==> src/rtl/frt_pkg.sv <==
package frt_pkg;
  localparam int DESC_W = 64;

  typedef struct packed {
    logic [26:0] spare;
    logic [15:0] buf_addr;
    logic [11:0] byte_len;
    logic [3:0]  src_id;
    logic [3:0]  tgt;
    logic        live;
  } frt_desc_t;
endpackage

==> src/rtl/frt_desc_ram.sv <==
module frt_desc_ram #(
  parameter int AW = 4,
  parameter int DW = 64
) (
  input  logic          clk,
  input  logic          eng_re,
  input  logic [AW-1:0] eng_raddr,
  output logic [DW-1:0] eng_rdata,
  input  logic          eng_we,
  input  logic [AW-1:0] eng_waddr,
  input  logic [DW-1:0] eng_wdata,
  input  logic          ext_we,
  input  logic [AW-1:0] ext_addr,
  input  logic [DW-1:0] ext_wdata,
  output logic [DW-1:0] ext_rdata
);
  localparam int DEPTH = 1 << AW;

  logic [DW-1:0] mem [DEPTH];

  // Host write is applied after the engine write-back, so it wins a collision.
  always_ff @(posedge clk) begin
    if (eng_we) mem[eng_waddr] <= eng_wdata;
    if (ext_we) mem[ext_addr]  <= ext_wdata;
    if (eng_re) eng_rdata      <= mem[eng_raddr];
    ext_rdata <= mem[ext_addr];
  end
endmodule

==> src/rtl/frt_src_poller.sv <==
module frt_src_poller #(
  parameter int NSRC   = 4,
  parameter int QDEPTH = 4,
  localparam int SW = $clog2(NSRC),
  localparam int QW = $clog2(QDEPTH)
) (
  input  logic            clk,
  input  logic            rst,
  input  logic [NSRC-1:0] src_enable,
  input  logic [NSRC-1:0] src_flag,
  input  logic            advance,
  input  logic            consume,
  output logic [SW-1:0]   ptr,
  output logic [QW-1:0]   head_q,
  output logic            hit
);
  logic [QW-1:0] head [NSRC];

  assign hit    = src_enable[ptr] & src_flag[ptr];
  assign head_q = head[ptr];

  always_ff @(posedge clk) begin
    if (rst)
      ptr <= '0;
    else if (advance)
      ptr <= (ptr == SW'(NSRC - 1)) ? '0 : ptr + 1'b1;
  end

  for (genvar g = 0; g < NSRC; g++) begin : g_head
    always_ff @(posedge clk) begin
      if (rst)
        head[g] <= '0;
      else if (consume && ptr == SW'(g))
        head[g] <= (head[g] == QW'(QDEPTH - 1)) ? '0 : head[g] + 1'b1;
    end
  end

  assert_poll_only_enabled_R7: assert property (@(posedge clk) disable iff (rst)
    consume |-> src_enable[ptr] || $past(src_enable[ptr]))
    else $error("descriptor consumed from a masked source");
endmodule

==> src/rtl/frt_agent_busy.sv <==
module frt_agent_busy #(
  parameter int NDST = 4
) (
  input  logic            clk,
  input  logic            rst,
  input  logic [NDST-1:0] cmd_valid,
  input  logic [NDST-1:0] cmd_ack,
  input  logic [NDST-1:0] agent_done,
  output logic [NDST-1:0] busy
);
  for (genvar g = 0; g < NDST; g++) begin : g_agent
    always_ff @(posedge clk) begin
      if (rst)
        busy[g] <= 1'b0;
      else if (cmd_valid[g] && cmd_ack[g])
        busy[g] <= 1'b1;
      else if (agent_done[g])
        busy[g] <= 1'b0;
    end

    assert_no_cmd_to_busy_R5: assert property (@(posedge clk) disable iff (rst)
      cmd_valid[g] |-> !busy[g])
      else $error("command raised toward an agent still busy");
  end
endmodule

==> src/rtl/frt_cpu_fifo.sv <==
module frt_cpu_fifo #(
  parameter int DEPTH = 4,
  parameter int DW    = 64,
  localparam int PW = $clog2(DEPTH)
) (
  input  logic          clk,
  input  logic          rst,
  input  logic          push,
  input  logic [DW-1:0] din,
  input  logic          pop,
  output logic          full,
  output logic          valid,
  output logic [DW-1:0] dout
);
  logic [DW-1:0] mem [DEPTH];
  logic [PW-1:0] wp, rp;
  logic [PW:0]   cnt;
  logic          do_pop;

  assign full   = (cnt == (PW+1)'(DEPTH));
  assign valid  = (cnt != '0);
  assign dout   = mem[rp];
  assign do_pop = pop && valid;

  always_ff @(posedge clk) begin
    if (push) mem[wp] <= din;
  end

  always_ff @(posedge clk) begin
    if (rst) begin
      wp  <= '0;
      rp  <= '0;
      cnt <= '0;
    end else begin
      if (push)   wp <= (wp == PW'(DEPTH - 1)) ? '0 : wp + 1'b1;
      if (do_pop) rp <= (rp == PW'(DEPTH - 1)) ? '0 : rp + 1'b1;
      cnt <= cnt + (PW+1)'(push) - (PW+1)'(do_pop);
    end
  end

  assert_fifo_no_overflow_R9: assert property (@(posedge clk) disable iff (rst)
    push |-> !full)
    else $error("local queue written while full");
endmodule

==> src/rtl/frame_route_engine.sv <==
module frame_route_engine #(
  parameter int NSRC     = 4,
  parameter int QDEPTH   = 4,
  parameter int NDST     = 4,
  parameter int CPU_ID   = 15,
  parameter int CPU_FIFO = 4,
  localparam int SW  = $clog2(NSRC),
  localparam int QW  = $clog2(QDEPTH),
  localparam int AW  = SW + QW,
  localparam int DIW = (NDST > 1) ? $clog2(NDST) : 1
) (
  input  logic            clk,
  input  logic            rst,
  input  logic [NSRC-1:0] src_enable,
  input  logic [NSRC-1:0] src_flag,
  input  logic            ext_we,
  input  logic [AW-1:0]   ext_addr,
  input  logic [63:0]     ext_wdata,
  output logic [63:0]     ext_rdata,
  output logic [NDST-1:0] cmd_valid,
  input  logic [NDST-1:0] cmd_ack,
  input  logic [NDST-1:0] agent_done,
  output logic [15:0]     cmd_addr,
  output logic [11:0]     cmd_len,
  output logic [3:0]      cmd_src,
  output logic            cpu_q_valid,
  output logic [63:0]     cpu_q_desc,
  input  logic            cpu_q_pop
);
  import frt_pkg::*;

  typedef enum logic [1:0] {ST_POLL, ST_CHK, ST_CMD} st_t;

  st_t             st;
  logic [SW-1:0]   ptr;
  logic [QW-1:0]   head_q;
  logic            hit, advance, consume;
  logic            eng_re, eng_we, push, fifo_full;
  logic [63:0]     eng_rdata, eng_wdata;
  logic [AW-1:0]   slot_addr;
  logic [NDST-1:0] busy;
  logic [DIW-1:0]  cur_tgt;
  frt_desc_t       rdesc, cur_desc, cleared;
  logic            tgt_agent, tgt_cpu, start_cmd;

  assign slot_addr = {ptr, head_q};
  assign rdesc     = frt_desc_t'(eng_rdata);
  assign tgt_cpu   = (rdesc.tgt == 4'(CPU_ID));
  assign tgt_agent = !tgt_cpu && (int'(rdesc.tgt) < NDST);
  assign start_cmd = (st == ST_CHK) && rdesc.live && tgt_agent &&
                     !busy[rdesc.tgt[DIW-1:0]];

  frt_src_poller #(.NSRC(NSRC), .QDEPTH(QDEPTH)) u_poll (
    .clk, .rst, .src_enable, .src_flag,
    .advance, .consume, .ptr, .head_q, .hit
  );

  frt_desc_ram #(.AW(AW), .DW(64)) u_ram (
    .clk, .eng_re, .eng_raddr(slot_addr), .eng_rdata,
    .eng_we, .eng_waddr(slot_addr), .eng_wdata,
    .ext_we, .ext_addr, .ext_wdata, .ext_rdata
  );

  frt_agent_busy #(.NDST(NDST)) u_busy (
    .clk, .rst, .cmd_valid, .cmd_ack, .agent_done, .busy
  );

  frt_cpu_fifo #(.DEPTH(CPU_FIFO), .DW(64)) u_cpuq (
    .clk, .rst, .push, .din(eng_rdata), .pop(cpu_q_pop),
    .full(fifo_full), .valid(cpu_q_valid), .dout(cpu_q_desc)
  );

  always_comb begin
    advance   = 1'b0;
    consume   = 1'b0;
    eng_re    = 1'b0;
    eng_we    = 1'b0;
    push      = 1'b0;
    cleared   = rdesc;
    case (st)
      ST_POLL: begin
        if (hit) eng_re = 1'b1;
        else     advance = 1'b1;
      end
      ST_CHK: begin
        if (!rdesc.live) begin
          advance = 1'b1;
        end else if (tgt_cpu) begin
          advance = 1'b1;
          if (!fifo_full) begin
            push    = 1'b1;
            eng_we  = 1'b1;
            consume = 1'b1;
          end
        end else if (tgt_agent) begin
          advance = !start_cmd;
        end else begin
          advance = 1'b1;
          eng_we  = 1'b1;
          consume = 1'b1;
        end
      end
      ST_CMD: begin
        cleared = cur_desc;
        if (cmd_ack[cur_tgt]) begin
          advance = 1'b1;
          consume = 1'b1;
          eng_we  = 1'b1;
        end
      end
      default: ;
    endcase
    cleared.live = 1'b0;
    eng_wdata    = 64'(cleared);
  end

  always_ff @(posedge clk) begin
    if (rst) begin
      st        <= ST_POLL;
      cmd_valid <= '0;
      cmd_addr  <= '0;
      cmd_len   <= '0;
      cmd_src   <= '0;
      cur_tgt   <= '0;
      cur_desc  <= '0;
    end else begin
      case (st)
        ST_POLL: if (hit) st <= ST_CHK;
        ST_CHK: begin
          st <= ST_POLL;
          if (start_cmd) begin
            st        <= ST_CMD;
            cmd_valid <= NDST'(1) << rdesc.tgt[DIW-1:0];
            cmd_addr  <= rdesc.buf_addr;
            cmd_len   <= rdesc.byte_len;
            cmd_src   <= rdesc.src_id;
            cur_tgt   <= rdesc.tgt[DIW-1:0];
            cur_desc  <= rdesc;
          end
        end
        ST_CMD: begin
          if (cmd_ack[cur_tgt]) begin
            cmd_valid <= '0;
            st        <= ST_POLL;
          end
        end
        default: st <= ST_POLL;
      endcase
    end
  end

  assert_cmd_onehot_R2: assert property (@(posedge clk) disable iff (rst)
    $onehot0(cmd_valid))
    else $error("more than one agent commanded");

  assert_cmd_hold_R3: assert property (@(posedge clk) disable iff (rst)
    (|(cmd_valid & ~cmd_ack)) |=>
      (cmd_valid == $past(cmd_valid)) && $stable(cmd_addr) &&
      $stable(cmd_len) && $stable(cmd_src))
    else $error("command changed before acknowledge");

  assert_writeback_clears_R3: assert property (@(posedge clk) disable iff (rst)
    eng_we |-> !eng_wdata[0])
    else $error("engine write-back left the live bit set");

  assert_read_enabled_src_R7: assert property (@(posedge clk) disable iff (rst)
    eng_re |-> src_enable[ptr])
    else $error("masked source polled");

  assert_cpu_path_no_cmd_R8: assert property (@(posedge clk) disable iff (rst)
    push |=> (cmd_valid == '0))
    else $error("local queue push raised a command");
endmodule

==> config.mk <==
export PLATFORM = sky130hd
export DESIGN_NAME = frame_route_engine
export DESIGN_NICKNAME = d
export VERILOG_FILES = /design/src/rtl/frt_pkg.sv /design/src/rtl/frt_desc_ram.sv /design/src/rtl/frt_src_poller.sv /design/src/rtl/frt_agent_busy.sv /design/src/rtl/frt_cpu_fifo.sv /design/src/rtl/frame_route_engine.sv
export SDC_FILE = /design/constraint.sdc
export NUM_CORES = 2
export LEC_CHECK = 0
export BUFFER_PORTS_ARGS = -buffer_cell sky130_fd_sc_hd__buf_4
export CORE_ASPECT_RATIO = 0.75
export CORE_UTILIZATION = 60
export DETAILED_ROUTE_END_ITERATION = 16
export GPL_ROUTABILITY_DRIVEN = 0
export GPL_TIMING_DRIVEN = 0
export PLACE_DENSITY = 0.77
export SLEW_MARGIN = 20
export SYNTH_ARGS = -nofsm -noshare
export SYNTH_HDL_FRONTEND = slang
export SYNTH_SLANG_ARGS = --single-unit
==> constraint.sdc <==
create_clock -name clk -period 19.87 [get_ports clk]
set_clock_uncertainty 0.05 [all_clocks]
set_input_delay 2.9805 -clock clk [delete_from_list [all_inputs] [get_ports clk]]
set_output_delay 2.9805 -clock clk [all_outputs]
set_load 0.02 [all_outputs]
==> results_dict.tcl <==
set metrics [dict create \
    arrival_ns 7.55 \
    fin_setup_tns_ns 0 \
    setup_viol_count_final 0 \
    final_hold_viol_count 0 \
    nNetsFinal 6212 \
    ant_nets 0 \
    cts_tree "yes" \
    critPathRequiredTime_ns 20.36 \
    crit_slowest_cell "clkbuf_1" \
    grt_util_all_layers 0.394 \
    grt_pass1_vias 52664 \
    place_area_sq_mm 0.0805 \
    wl_per_cell_microns 32.0 \
    status "complete, no violations" \
    post-route-min-period_ns 7.06 \
    vias_per_cell 7.03 \
    layout_common_cells "1,352 x edfxtp_1, 1,076 x a21oi_1, 1,045 x nor2_1" \
    initial_utilization 0.605 \
    grt_max_degree 47 \
    relSlewSlack 0.0766 \
    cts_setup_buffers 0 \
    fmax_mhz 142 \
    vdd_drop_max_uv 91.4 \
    synth_nets 5821 \
    route.detailed.drc 0 \
    r2r_setup_slack_ns 14.67 \
    crit_path_start_kind "primary input" \
    hp-start "cur_desc[44]" \
    path_class "in2reg" \
    wl_microns 252000 \
    slew_viol_final 0 \
    area_growth_pct 13.5 \
    powerDensity_mw_per_mm2 116 \
    r2r_cells 9 \
    crit_chain "clkbuf_2 -> clkbuf_2 -> buf_16 -> clkbuf_1 -> nand3_1 -> clkbuf_1 -> clkbuf_1 -> o21ai_4 -> buf_16 -> buf_16" \
    power_uw 9950 \
    drive_gt1_frac 0.183 \
    holdBufCountCts 0 \
    min_to "cur_desc[44]" \
    die_w_microns 411 \
    cap_violations 0 \
    synth_area_sq_mm 0.0752 \
    first_pass_iters 8 \
    numCtsBuffers 145 \
    portBuffers 186 \
    clkLatencyLatePin_ns 0.82 \
    design.core.area_sq_mm 0.124 \
    worst-path-max-fanout 21 \
    r2r-end "u_ram.mem[15][30]" \
    min_path_type "reg2reg" \
    final_cell_area_sq_mm 0.0854 \
    post-route-util 0.686 \
    fillers 8338 \
    cts.clk_slew.worst_paths_ns 0.06 \
    ys_seq_area_frac 0.579 \
    vias 55569 \
    rsz0062_at_grt "no" \
    cts.sinks 1502 \
    antenna_found_initial 33 \
    cts-root-buf "clkbuf_16" \
    worstMarginPinSlew_ns 1.39 \
    grt_pass1_wl_microns 356000 \
    die_h_microns 309 \
    timing.final.crit_share 0.355 \
    synth_warnings 0 \
    synth.avg_cell_area_sq_um 13.2 \
    syn-instance-count 5713 \
    dp_hpwl_microns 186000 \
    worst_setup_path_end_kind "flip-flop" \
    die-area_sq_mm 0.127 \
    ios 253 \
    drt_first_iter_violations 11044 \
    leakage_uw 0.0295 \
    ys_types 41 \
    grt-ovfl-total 0 \
    whs_ns 0.407 \
    cts_max_level 4 \
    final_common_cell "edfxtp_1" \
    fp-row-count 112 \
    hold-path-cell-count 2 \
    cts.repair.resized 0 \
    cpPeakStageDelay_ns 0.89 \
    synth_seq_cells 1502 \
    clockBufferDepth 3 \
]
## worst max path at each step
stage,to,depth (start not counted),start,slack [ns]
6_report,u_ram.mem[11][30],10,ext_addr[1],12.81
5_1_grt,u_ram.mem[15][30],10,ext_addr[1],13.07
4_1_cts,cpu_q_desc[35],4,flip-flop,13.22
3_5_place_dp,u_ram.mem[15][30],10,ext_addr[1],12.50
3_3_place_gp,u_ram.mem[12][30],6,cmd_ack[2],6.18
2_1_floorplan,u_ram.mem[11][0],5,cmd_ack[1],10.99
## worst max-delay path: cells and delay by family
kind	cells	cell delay (ns)
buf+inv	8	3.79
compound gates	1	0.42
simple gates	1	0.24
## cell usage after synthesis, drive strengths merged
master,n,area [sq um]
or4,1,7.51
dfxtp,150,3000
nor2,1047,3930
xnor2,2,17.5
a21o,1,7.51
fa,1,20.0
and3,1,6.26
a221oi,1,26.3
a311oi,1,15.0
ha,19,238
nor2b,8,50.1
nor3,4,20.0
nand4,1,6.26
mux2,2,22.5
nor4,2,12.5
and4b,4,40.0
nand3,4,20.0
nand2b,14,87.6
or2,1,6.26
a32oi,3,26.3
clkinv,1,3.75
nand2,149,559
mux4,517,11600
o31a,1,8.76
a211oi,2,15.0
nor4b,5,43.8
o21ai,16,80.1
and2,5,31.3
clkbuf,459,1720
or3,1,6.26
nor3b,4,30.0
buf,201,1050
a21oi,1077,5390
mux2i,644,6450
inv,12,45.0
edfxtp,1352,40600
## power breakdown
part	switching [uW]	internal, uW	leakage [uW]
Combinational	1750	1140	0.0137
Clock	1260	1630	0.00237
Sequential	224	3940	0.0135
Total	3240	6710	0.0295
## per-stage QoR
| step | std cells | setup slack [ns] |
|---|---|---|
| after floorplan | 5713 | 10.99 |
| after detailed placement | 7610 | 12.50 |
| after global placement | 7552 | 6.18 |
| after CTS | 7874 | 13.22 |
| after global routing | 7890 | 13.07 |
| final | 7901 | 12.81 |
## registers in the layout, indices dropped and copies added, names as in the netlist, 3 cells and up, named ones only
| name | cells |
|---|---|
| u_ram.mem | 1024 |
| u_cpuq.mem | 256 |
| u_ram.eng_rdata | 64 |
| u_ram.ext_rdata | 64 |
| cur_desc | 62 |
| u_poll.head | 8 |
| cmd_valid | 4 |
| u_busy.busy | 4 |
| u_cpuq.cnt | 3 |
## layer usage
layer  GRT usage  vias up  part of all wire
li1            -    22323                 -
met2       0.546     5258              0.42
met3       0.173      790              0.19
met1       0.531    27183              0.34
met4       0.188       15             0.053
met5      0.0127        -            0.0011
## cell families after synthesis
kind of cell,count (synthesis),share of synthesized area
muxes,1163,0.241
and+or+nand+nor,1251,0.0646
DFF,1502,0.579
adders and majority gates,20,0.00343
AOI/OAI and AO/OA,1102,0.0740
buffers and inverters,673,0.0376
xor gates and xnor gates,2,0.000233
## cell type report
| cell class | count | area, sq um | share of cell area |
|---|---|---|---|
| flip-flops and latches | 1502 | 43600 | 0.510 |
| multi-input cells | 3538 | 29000 | 0.340 |
| clock buffers | 196 | 4170 | 0.0488 |
| repair buffers | 244 | 2920 | 0.0342 |
| plain buffers | 660 | 2820 | 0.0330 |
| well taps | 1653 | 2070 | 0.0242 |
| clock inverters | 68 | 699 | 0.00819 |
| diodes | 27 | 67.6 | 0.000791 |
| inverters | 13 | 48.8 | 0.000571 |
(Power assumes the default switching activity.)
